`config.mk`:
```
export PLATFORM = sky130hd
export DESIGN_NAME = sdr_rd_latency_pipe
export DESIGN_NICKNAME = d
export VERILOG_FILES = /design/src/rtl/sdr_rlp_pkg.sv /design/src/rtl/sdr_rlp_mode_reg.sv /design/src/rtl/sdr_rlp_burst_seq.sv /design/src/rtl/sdr_rlp_lat_pipe.sv /design/src/rtl/sdr_rd_latency_pipe.sv
export SDC_FILE = /design/constraint.sdc
export NUM_CORES = 1
export LEC_CHECK = 0
export BUFFER_PORTS_ARGS = -buffer_cell sky130_fd_sc_hd__buf_2
export CAP_MARGIN = 20
export CORE_ASPECT_RATIO = 0.5
export CORE_UTILIZATION = 53
export DETAILED_ROUTE_END_ITERATION = 10
export PLACE_DENSITY = 0.83
export SYNTH_ARGS = -nofsm -noshare
export SYNTH_HDL_FRONTEND = slang
export SYNTH_SLANG_ARGS = --single-unit
export TNS_END_PERCENT = 20
```
`constraint.sdc`:
```
create_clock -name clk -period 4.6 [get_ports clk]
set_clock_uncertainty 0.05 [all_clocks]
set_input_delay 0.23 -clock clk [delete_from_list [all_inputs] [get_ports clk]]
set_output_delay 0.23 -clock clk [all_outputs]
set_load 0.01 [all_outputs]
```
`src/rtl/sdr_rlp_pkg.sv`:
```
package sdr_rlp_pkg;
  localparam int MODE_W  = 13;
  localparam int BL_LSB  = 0;
  localparam int LAT_LSB = 4;
  localparam int OPM_BIT = 7;
  localparam int TMP_LSB = 11;

  function automatic logic lat_legal(input logic [2:0] f, input int max_lat);
    return (f != 3'd0) && (int'(f) <= max_lat);
  endfunction

  function automatic logic [3:0] burst_words(input logic [1:0] code);
    return 4'd1 << code;
  endfunction

  function automatic logic temp_legal(input logic [1:0] t);
    return t != 2'b11;
  endfunction
endpackage

```
`src/rtl/sdr_rlp_mode_reg.sv`:
```
module sdr_rlp_mode_reg
  import sdr_rlp_pkg::*;
#(
  parameter int MAX_LAT = 3,
  parameter int RST_LAT = 2,
  localparam int LAT_W  = $clog2(MAX_LAT + 1)
) (
  input  logic              clk,
  input  logic              rst_n,
  input  logic              wr,
  input  logic [MODE_W-1:0] wdata,
  input  logic              busy,
  output logic [LAT_W-1:0]  lat,
  output logic [1:0]        bl_code,
  output logic              normal,
  output logic [1:0]        temp,
  output logic              illegal,
  output logic              busy_err
);
  logic [2:0] f_lat;
  logic [2:0] f_bl;
  logic [1:0] f_tmp;
  logic       ok_lat, ok_bl, ok_tmp;
  logic       unused_bits;

  assign f_lat  = wdata[LAT_LSB +: 3];
  assign f_bl   = wdata[BL_LSB +: 3];
  assign f_tmp  = wdata[TMP_LSB +: 2];
  assign ok_lat = lat_legal(f_lat, MAX_LAT);
  assign ok_bl  = !f_bl[2];
  assign ok_tmp = temp_legal(f_tmp);
  assign unused_bits = ^{wdata[3], wdata[10:8]};

  always_ff @(posedge clk) begin
    if (!rst_n) begin
      lat      <= LAT_W'(RST_LAT);
      bl_code  <= 2'd0;
      normal   <= 1'b1;
      temp     <= 2'd0;
      illegal  <= 1'b0;
      busy_err <= 1'b0;
    end else begin
      illegal  <= 1'b0;
      busy_err <= 1'b0;
      if (wr) begin
        if (busy) begin
          busy_err <= 1'b1;
        end else begin
          if (ok_lat) lat <= LAT_W'(f_lat);
          if (ok_bl)  bl_code <= f_bl[1:0];
          if (ok_tmp) temp <= f_tmp;
          normal  <= !wdata[OPM_BIT];
          illegal <= !(ok_lat && ok_bl && ok_tmp);
        end
      end
    end
  end
endmodule

```
`src/rtl/sdr_rlp_burst_seq.sv`:
```
module sdr_rlp_burst_seq
  import sdr_rlp_pkg::*;
#(
  parameter int COL_W = 8
) (
  input  logic             clk,
  input  logic             rst_n,
  input  logic             go,
  input  logic [COL_W-1:0] start_col,
  input  logic [1:0]       bl_code,
  output logic             iss_v,
  output logic [COL_W-1:0] iss_col,
  output logic             active
);
  logic [COL_W-1:0] base;
  logic [2:0]       cnt;
  logic [3:0]       words;
  logic [COL_W-1:0] mask;

  function automatic logic [COL_W-1:0] wrap_col(input logic [COL_W-1:0] b,
                                                 input logic [2:0] k,
                                                 input logic [COL_W-1:0] m);
    return (b & ~m) | ((b + COL_W'(k)) & m);
  endfunction

  assign words   = burst_words(bl_code);
  assign mask    = COL_W'(words - 4'd1);
  assign iss_v   = go || active;
  assign iss_col = go ? start_col : wrap_col(base, cnt, mask);

  always_ff @(posedge clk) begin
    if (!rst_n) begin
      active <= 1'b0;
      base   <= '0;
      cnt    <= '0;
    end else if (go) begin
      base   <= start_col;
      cnt    <= 3'd1;
      active <= (words != 4'd1);
    end else if (active) begin
      cnt <= cnt + 3'd1;
      if ({1'b0, cnt} == words - 4'd1) active <= 1'b0;
    end
  end
endmodule

```
`src/rtl/sdr_rlp_lat_pipe.sv`:
```
module sdr_rlp_lat_pipe #(
  parameter int COL_W   = 8,
  parameter int DQ_W    = 32,
  parameter int MAX_LAT = 3,
  localparam int LAT_W  = $clog2(MAX_LAT + 1)
) (
  input  logic             clk,
  input  logic             rst_n,
  input  logic             iss_v,
  input  logic [COL_W-1:0] iss_col,
  input  logic [LAT_W-1:0] lat,
  input  logic [DQ_W-1:0]  arr_data,
  output logic             arr_rd_en,
  output logic [COL_W-1:0] arr_col,
  output logic [DQ_W-1:0]  dq_out,
  output logic             dq_valid,
  output logic             dq_oe,
  output logic             pipe_busy
);
  logic [MAX_LAT:1]  st_v;
  logic [COL_W-1:0]  st_c [1:MAX_LAT];
  logic [MAX_LAT:0]  tap_v;
  logic [COL_W-1:0]  tap_c [0:MAX_LAT];
  logic              lead_v;

  always_ff @(posedge clk) begin
    if (!rst_n) begin
      st_v <= '0;
      for (int j = 1; j <= MAX_LAT; j++) st_c[j] <= '0;
    end else begin
      st_v[1] <= iss_v;
      st_c[1] <= iss_col;
      for (int j = 2; j <= MAX_LAT; j++) begin
        st_v[j] <= st_v[j-1];
        st_c[j] <= st_c[j-1];
      end
    end
  end

  assign tap_v    = {st_v, iss_v};
  assign tap_c[0] = iss_col;
  for (genvar g = 1; g <= MAX_LAT; g++) begin : g_tap
    assign tap_c[g] = st_c[g];
  end

  assign lead_v    = tap_v[lat - LAT_W'(1)];
  assign arr_rd_en = tap_v[lat];
  assign arr_col   = tap_c[lat];
  assign pipe_busy = (|st_v) || dq_valid;

  always_ff @(posedge clk) begin
    if (!rst_n) begin
      dq_out   <= '0;
      dq_valid <= 1'b0;
      dq_oe    <= 1'b0;
    end else begin
      dq_valid <= arr_rd_en;
      dq_out   <= arr_rd_en ? arr_data : '0;
      dq_oe    <= lead_v || arr_rd_en;
    end
  end
endmodule

```
`src/rtl/sdr_rd_latency_pipe.sv`:
```
module sdr_rd_latency_pipe
  import sdr_rlp_pkg::*;
#(
  parameter int COL_W   = 8,
  parameter int DQ_W    = 32,
  parameter int MAX_LAT = 3,
  parameter int RST_LAT = 2,
  localparam int LAT_W  = $clog2(MAX_LAT + 1)
) (
  input  logic              clk,
  input  logic              rst_n,
  input  logic              mode_we,
  input  logic [MODE_W-1:0] mode_wdata,
  input  logic              rd_cmd,
  input  logic [COL_W-1:0]  rd_col,
  output logic              arr_rd_en,
  output logic [COL_W-1:0]  arr_col,
  input  logic [DQ_W-1:0]   arr_data,
  output logic [DQ_W-1:0]   dq_out,
  output logic              dq_valid,
  output logic              dq_oe,
  output logic [LAT_W-1:0]  cfg_lat,
  output logic [1:0]        cfg_bl,
  output logic              cfg_normal,
  output logic [1:0]        cfg_temp,
  output logic              mode_illegal,
  output logic              mode_busy_err
);
  logic             rd_go;
  logic             seq_active;
  logic             pipe_busy;
  logic             busy;
  logic             iss_v;
  logic [COL_W-1:0] iss_col;

  assign rd_go = rd_cmd && cfg_normal;
  assign busy  = rd_cmd || seq_active || pipe_busy;

  sdr_rlp_mode_reg #(.MAX_LAT(MAX_LAT), .RST_LAT(RST_LAT)) u_mode (
    .clk(clk), .rst_n(rst_n), .wr(mode_we), .wdata(mode_wdata), .busy(busy),
    .lat(cfg_lat), .bl_code(cfg_bl), .normal(cfg_normal), .temp(cfg_temp),
    .illegal(mode_illegal), .busy_err(mode_busy_err)
  );

  sdr_rlp_burst_seq #(.COL_W(COL_W)) u_seq (
    .clk(clk), .rst_n(rst_n), .go(rd_go), .start_col(rd_col), .bl_code(cfg_bl),
    .iss_v(iss_v), .iss_col(iss_col), .active(seq_active)
  );

  sdr_rlp_lat_pipe #(.COL_W(COL_W), .DQ_W(DQ_W), .MAX_LAT(MAX_LAT)) u_pipe (
    .clk(clk), .rst_n(rst_n), .iss_v(iss_v), .iss_col(iss_col), .lat(cfg_lat),
    .arr_data(arr_data), .arr_rd_en(arr_rd_en), .arr_col(arr_col),
    .dq_out(dq_out), .dq_valid(dq_valid), .dq_oe(dq_oe), .pipe_busy(pipe_busy)
  );
endmodule

```
==> metrics.csv, run 1 <==
metric;value;unit
die footprint;0.006115;mm²
top cells by area, synth;dfxtp_1 54%, and3_1 6.5%, and2_1 5.7%, mux4_2 5.1%, nand2_1 4.0%;
crit path max fanout;5;
area leader, netlist;dfxtp_1;
clock root buffer;clkbuf_16;
DR top layer;met4;
cells on worst reg2reg path;3;
first-pass GRT wire length;9.867;mm
# Post-CTS Setup Buffers;0;
clk_lat worst skew;0.32;ns
kind of critical path;reg2out;
area delta synth->final;26.84;%
LEAKAGE;1.886;nW
CTS HTree Levels;3;
drt wl/cell;13.65;µm
cells resized by post-CTS repair;0;
Cells after Synth;293;
Fmax achieved;0.3372;GHz
EDFF count, synth;0;
Max IR drop VDD;0.2246;mV
initial antenna violation count;0;
main flop type after synthesis;dfxtp_1;
Reg clk slew, reported paths;0.06;ns
Initial Utilization;0.5539;
Ports;109;
Worst EP required;4.32;ns
CTS tree;done;
Post-Syn Area;0.003068;mm²
Cell Pwr Density;418.9;mW/mm²
RD Place Congestion;0.8187;
DRT met1 WL;2.830;mm
Core Box Area;0.005539;mm²
Hold Slack;0.08199;ns
worst path arrival time;2.69;ns
Hold Buf Count CTS;0;
Syn Nets;356;
hold path cells;2;
status;finished clean;
Row Count;19;
DRC errors left;0;
IO buf count;104;
post-DP HPWL;4.407;mm
largest net degree at the start of global routing;80;
CP endpoint kind;output pin;
CTS buffer count;9;
average size of a mapped cell;10.47;µm²
layout net count;452;
distinct cell type count after synthesis;41;
Post-synth ARST share;0;
Seq cells post-synth;82;
final wirelength;6.362;mm
final global-route overflow total;0;
FF-to-FF setup slack;2.31;ns
share of layout cells above drive strength 1;0.3359;
Overall Power;0.001630;W
Met2 Routed Length;3.099;mm
Final setup violation count;0;
Die Y-Extent;55.80;µm
fin crit share;0.6447;
yosys warns;0;
routed vias/inst;5.069;
Seq/Total Area, Yosys;0.5351;
met3 wire length;397;µm
vias;2362;
Max-Slew Margin vs Limit;0.3070;
Max Cap Violations;0;
RSZ-0062 raised after global routing;false;
hold crit path type;in2reg;
Total GRT Usage;0.2096;
vias in the first global route;2171;
type of origin of the critical path;register;
DRT antenna net count;0;
Worst-Margin Slew;1.040;ns
Yosys top cell area share;0.5351;
Slew Limit Fails;0;
antenna cell count;0;
fin crit period;2.965;ns
clk sinks;82;
Pre-Repair DR Iteration Count;5;
First DRT Iteration DRCs;190;
final hold vios;0;
Setup TNS;0;ns
clk buf depth;2;
die width;109.6;µm
-- layer usage --
metal | global-route usage | up-vias
met5 | 0 | -
met4 | 0.05524 | 0
met3 | 0.06909 | 4
met2 | 0.3657 | 76
met1 | 0.2477 | 1090
li1 | - | 1192
-- final cells by class --
| cell class | count | area, µm² |
|---|---|---|
| clock buffers | 10 | 229.0 |
| clock inverters | 5 | 80.08 |
| flip-flops and latches | 82 | 1642 |
| repair buffers | 104 | 520.5 |
| inverters | 5 | 18.77 |
| well taps | 73 | 91.34 |
| multi-input cells | 187 | 1310 |
| fillers | 426 | 1648 |
-- worst paths after layout --
path                                                       to                     startpoint
worst max-delay path                               arr_col[6]      u_seq.cnt[0]$_SDFFE_PN0P_
worst min-delay path             u_pipe.dq_out[26]$_SDFF_PN0_                   arr_data[26]
worst max register to register   u_pipe.dq_out[20]$_SDFF_PN0_     u_mode.lat[1]$_SDFFE_PN1P_
worst min register to register  u_pipe.st_c[0][27]$_SDFF_PN0_  u_pipe.st_c[0][19]$_SDFF_PN0_
-- critical path, cell delays in order, from the launching register on --
cell	delay, ns
dfxtp_1	0.41
ha_1	0.21
inv_1	0.06
fa_1	0.38
and2b_4	0.28
o2111ai_2	0.11
xor2_1	0.15
o21ai_1	0.10
mux4_2	0.50
buf_2	0.16
-- power by group --
group	total, W	internal, W	switching [W]	leakage, nW
Sequential	0.000761	0.000740	0.0000204	0.668
Clock	0.000733	0.000471	0.000262	0.145
Combinational	0.000136	0.0000656	0.0000706	1.07
Total	0.00163	0.00128	0.000353	1.89
-- layout by cell type, fill, tap and decap left out, types with 2 or more instances in the layout --
cell / n
dfxtp_1: 82
o21ai_0: 5
a21oi_1: 5
ha_1: 5
and2_1: 28
clkinvlp_4: 2
clkbuf_16: 9
a21boi_1: 3
nand2_1: 33
nor3_1: 2
mux2i_1: 4
mux4_2: 7
o21ai_1: 9
o221a_1: 2
xnor2_1: 5
bufinv_16: 2
buf_2: 104
and3_1: 32
xor2_1: 4
inv_1: 4
a211oi_1: 3
nor2_1: 10
a21boi_0: 9
nand3_1: 4
nand2b_1: 2
-- flip-flops by register name, indices dropped and copies added (netlist names) --
register and count:
u_pipe.dq_out 32, u_pipe.st_c 24, u_seq.base 8, u_pipe.st_v 3, u_seq.cnt 3, u_mode.bl_code 2
u_mode.lat 2, u_mode.temp 2, u_mode.busy_err 1, u_mode.illegal 1, u_mode.normal 1, u_pipe.dq_oe 1
u_pipe.dq_valid 1, u_seq.active 1
-- cells by family after synthesis --
kind of cell             share of synthesized area
AO/OA/AOI/OAI                              0.09706
adder cells (fa/ha/maj)                    0.02692
AND/OR/NAND/NOR                             0.2092
buffers and inverters                      0.03793
XOR/XNOR                                   0.02569
multiplexers                               0.06811
flip-flops                                  0.5351
-- through the flow --
step / utilization / cells / cell area (µm²) / setup slack, ns
floorplan: - / 293 / 3068 / 2.319
global placement: 0.6467 / 451 / 3582 / 2.067
detailed placement: 0.6467 / 451 / 3582 / 1.982
CTS: 0.7025 / 466 / 3891 / 1.629
global route: 0.7025 / 466 / 3891 / 1.518
finish: 0.7025 / 466 / 3891 / 1.635
-- synthesized netlist by cell type, types with 2 or more instances --
library cell and n:
buf_6 2, and2_1 28, o21ai_0 5, xor2_1 4, buf_2 6, o21ai_1 9
nand2b_1 2, clkbuf_1 10, a21boi_0 9, a21boi_1 3, and3_1 32, nor3_1 2
a211oi_1 3, xnor2_1 5, mux4_2 7, nand3_1 4, dfxtp_1 82, o221a_1 2
nand2_1 33, inv_1 4, ha_1 5, nor2_1 10, mux2i_1 4, a21oi_1 5
Note: power is estimated with default switching activity, not from simulation.
==> run 2, diff against run 1 <==
--- a/config.mk
+++ b/config.mk
@@ -8,9 +8,9 @@
 export BUFFER_PORTS_ARGS = -buffer_cell sky130_fd_sc_hd__buf_2
 export CAP_MARGIN = 20
 export CORE_ASPECT_RATIO = 0.5
-export CORE_UTILIZATION = 53
+export CORE_UTILIZATION = 44
 export DETAILED_ROUTE_END_ITERATION = 10
-export PLACE_DENSITY = 0.83
+export PLACE_DENSITY = 0.74
 export SYNTH_ARGS = -nofsm -noshare
 export SYNTH_HDL_FRONTEND = slang
 export SYNTH_SLANG_ARGS = --single-unit
==> constraint.sdc (replaced) <==
create_clock -name clk -period 2.7 [get_ports clk]
set_clock_uncertainty 0.05 [all_clocks]
set_input_delay 0.135 -clock clk [delete_from_list [all_inputs] [get_ports clk]]
set_output_delay 0.135 -clock clk [all_outputs]
set_load 0.01 [all_outputs]
==> metrics.csv, run 2 (synthesis results as in run 1) <==
metric;value;unit;change
status;finished clean;;unchanged
largest net degree at the start of global routing;80;;unchanged
CTS tree;done;;unchanged
clk buf depth;2;;unchanged
Worst-Margin Slew;1.023;ns;was 1.040 ns
sw power;0.0006158;W;was 0.0003534 W
Overall Power;0.002790;W;was 0.001630 W
final setup margin;0.06300;ns;was 1.635 ns
Reg clk slew, reported paths;0.06;ns;about the same
DRT antenna net count;0;;unchanged
Cell Pwr Density;644.7;mW/mm²;was 418.9 mW/mm²
Final setup violation count;0;;unchanged
IO buf count;104;;unchanged
routed vias/inst;4.770;;was 5.069
Slew Limit Fails;0;;unchanged
Pint;0.002175;W;was 0.001277 W
max reg flops;32;;unchanged
antenna cell count;0;;unchanged
Largest regs;u_pipe.dq_out (32), u_pipe.st_c (24), u_seq.base (8);;unchanged
hold crit path type;in2reg;;unchanged
# fillers;538;;was 426
DRC errors left;0;;unchanged
post-DP HPWL;4.489;mm;was 4.407 mm
reg2reg end;u_mode.lat[0]$_SDFFE_PN0P_;;was u_pipe.dq_out[20]$_SDFF_PN0_
Initial Utilization;0.4579;;was 0.5539
post-layout util;0.6459;;was 0.7025
kind of critical path;reg2out;;unchanged
clk sinks;82;;unchanged
combinational share of power;0.103;;was 0.084
LEAKAGE;2.061;nW;was 1.886 nW
Total GRT Usage;0.2047;;was 0.2096
vias;2504;;was 2362
crit path max fanout;3;;was 5
Pre-Repair DR Iteration Count;4;;was 5
Fmax achieved;0.3792;GHz;
FF-to-FF setup slack;0.82;ns;was 2.31 ns
Max IR drop VDD;0.3106;mV;was 0.2246 mV
Sw Share;0.2207;;was 0.2168
Worst EP required;2.52;ns;was 4.32 ns
critical path's slowest cell;mux4_2;;unchanged
final global-route overflow total;0;;unchanged
worst path arrival time;2.45;ns;was 2.69 ns
final hold vios;0;;unchanged
die footprint;0.007331;mm²;was 0.006115 mm²
area delta synth->final;41.07;%;was 26.84%
Hold Slack;0.02314;ns;was 0.08199 ns
Row Count;21;;was 19
type of origin of the critical path;register;;unchanged
fin crit period;2.637;ns;
fin crit share;0.9767;;
layout net count;491;;was 452
Cell Chain, Critical Path;ha_4 > inv_2 > fa_2 > and2b_4 > o2111ai_2 > xor2_1 > o21ai_1 > mux4_2 > buf_6;;was ha_1 > inv_1 > fa_1 > and2b_4 > o2111ai_2 > xor2_1 > o21ai_1 > mux4_2 > buf_2
Final Non-Filler Cells;525;;was 466
initial antenna violation count;0;;unchanged
CP startpoint;u_seq.base[0]$_SDFFE_PN0P_;;was u_seq.cnt[0]$_SDFFE_PN0P_
dpl cells;473;;was 451
Ports;109;;unchanged
clock power share;0.433;;was 0.450
pre-CTS WS;0.2310;ns;was 1.982 ns
RD Place Congestion;0.7893;;was 0.8187
Max Cap Violations;0;;unchanged
Reg power frac;0.464;;was 0.467
CTS buffer count;9;;unchanged
first-pass GRT wire length;11.20;mm;was 9.867 mm
final wirelength;7.120;mm;was 6.362 mm
commonest non-fill, non-tap cell in the layout;buf_2;;unchanged
Max stage delay on crit path;0.49;ns;was 0.50 ns
First DRT Iteration DRCs;148;;was 190
CP endpoint;arr_col[6];;unchanged
share of layout cells above drive strength 1;0.3326;;was 0.3359
CTS HTree Levels;3;;unchanged
clk_lat worst skew;0.33;ns;was 0.32 ns
most frequent cells in the layout;102 x buf_2, 79 x dfxtp_1, 35 x dlygate4sd3_1, 33 x nand2_1, 32 x and3_1;;was 104 x buf_2, 82 x dfxtp_1, 33 x nand2_1, 32 x and3_1, 28 x and2_1
die width;120.1;µm;was 109.6 µm
Max-Slew Margin vs Limit;0.3179;;was 0.3070
Core Box Area;0.006700;mm²;was 0.005539 mm²
cells on worst reg2reg path;5;;was 3
RR Startpoint;u_seq.active$_SDFF_PN0_;;was u_mode.lat[1]$_SDFFE_PN1P_
Die Y-Extent;61.05;µm;was 55.80 µm
RSZ-0062 raised after global routing;true;;was false
CP endpoint kind;output pin;;unchanged
vias in the first global route;2380;;was 2171
Largest Register;u_pipe.dq_out;;unchanged
clock root buffer;clkbuf_16;;unchanged
drt wl/cell;13.56;µm;was 13.65 µm
[run 2: changes by cell type in the layout (fill, tap and decap cells not counted), sizes merged]
cell / change
buf: +4
clkinv: +2
clkbuf: +1
bufinv: -1
clkinvlp: -1
dlygate4sd3: +35
[run 2: power groups by stage]
stage / Clock [W] / Sequential [W] / Combinational, W
after floorplan: 0 / 0.00132 / 0.000142
after global placement: 0 / 0.00132 / 0.000231
after detailed placement: 0 / 0.00132 / 0.000239
after CTS: 0.00124 / 0.00129 / 0.000286
after global routing: 0.00130 / 0.00130 / 0.000318
final: 0.00121 / 0.00129 / 0.000288
[run 2: what timing repair did]
action / 4_1_cts / 5_1_grt
buffers inserted: 1 / 0
gates resized for setup: 7 / 4
cloned: 0 / 0
pin swaps: 1 / 2
hold buffers: 35 / 0
endpoints found under the setup margin: 3 / 3
endpoints found under the hold margin: 35 / 0
[run 2: worst min path at each step]
stage | endpoint | from | slack, ns | depth (start not counted)
after floorplan | u_mode.busy_err$_SDFF_PN0_ | mode_we | 0.20 | 2
after detailed placement | u_pipe.dq_out[29]$_SDFF_PN0_ | arr_data[29] | 0.32 | 2
final | u_mode.bl_code[1]$_SDFFE_PN0P_ | mode_wdata[1] | 0.02 | 3
after global placement | u_mode.normal$_SDFFE_PN1P_ | mode_wdata[7] | 0.31 | 2
after CTS | u_mode.bl_code[1]$_SDFFE_PN0P_ | mode_wdata[1] | 0.02 | 3
after global routing | u_seq.base[2]$_SDFFE_PN0P_ | rd_col[2] | 0.02 | 3
[run 2: final cells by class]
cell class | instances | area, µm² | area share
inverter | 5 | 18.77 | 0.004337
multi-input combinational | 187 | 1325 | 0.3062
tap | 92 | 115.1 | 0.02660
sequential | 82 | 1650 | 0.3813
clock inverter | 5 | 52.55 | 0.01214
clock buffer | 11 | 252.7 | 0.05840
timing repair buffer | 143 | 913.4 | 0.2110
[run 2: per-layer routing]
layer / vias to the layer above / share of wire / GRT usage
met5: - / 0 / 0
li1: 1266 / - / -
met1: 1160 / 0.44 / 0.2418
met4: 0 / 0.0086 / 0.06786
met2: 72 / 0.49 / 0.3612
met3: 6 / 0.056 / 0.07037
[run 2: metrics by stage]
stage	TNS [ns]	area, µm²
5_1_grt	-0.08135	4328
6_report	0	4328
2_1_floorplan	0	3068
4_1_cts	0	4318
3_5_place_dp	0	3628
3_3_place_gp	0	3628
[run 2: critical path, delay by kind of cell (launching register included)]
kind	cells	cell delay [ns]
multiplexers	1	0.49
XOR/XNOR	1	0.15
AO/OA/AOI/OAI	2	0.20
AND/OR/NAND/NOR	1	0.27
flip-flops	1	0.36
buffers and inverters	2	0.17
adder cells (fa/ha/maj)	2	0.46
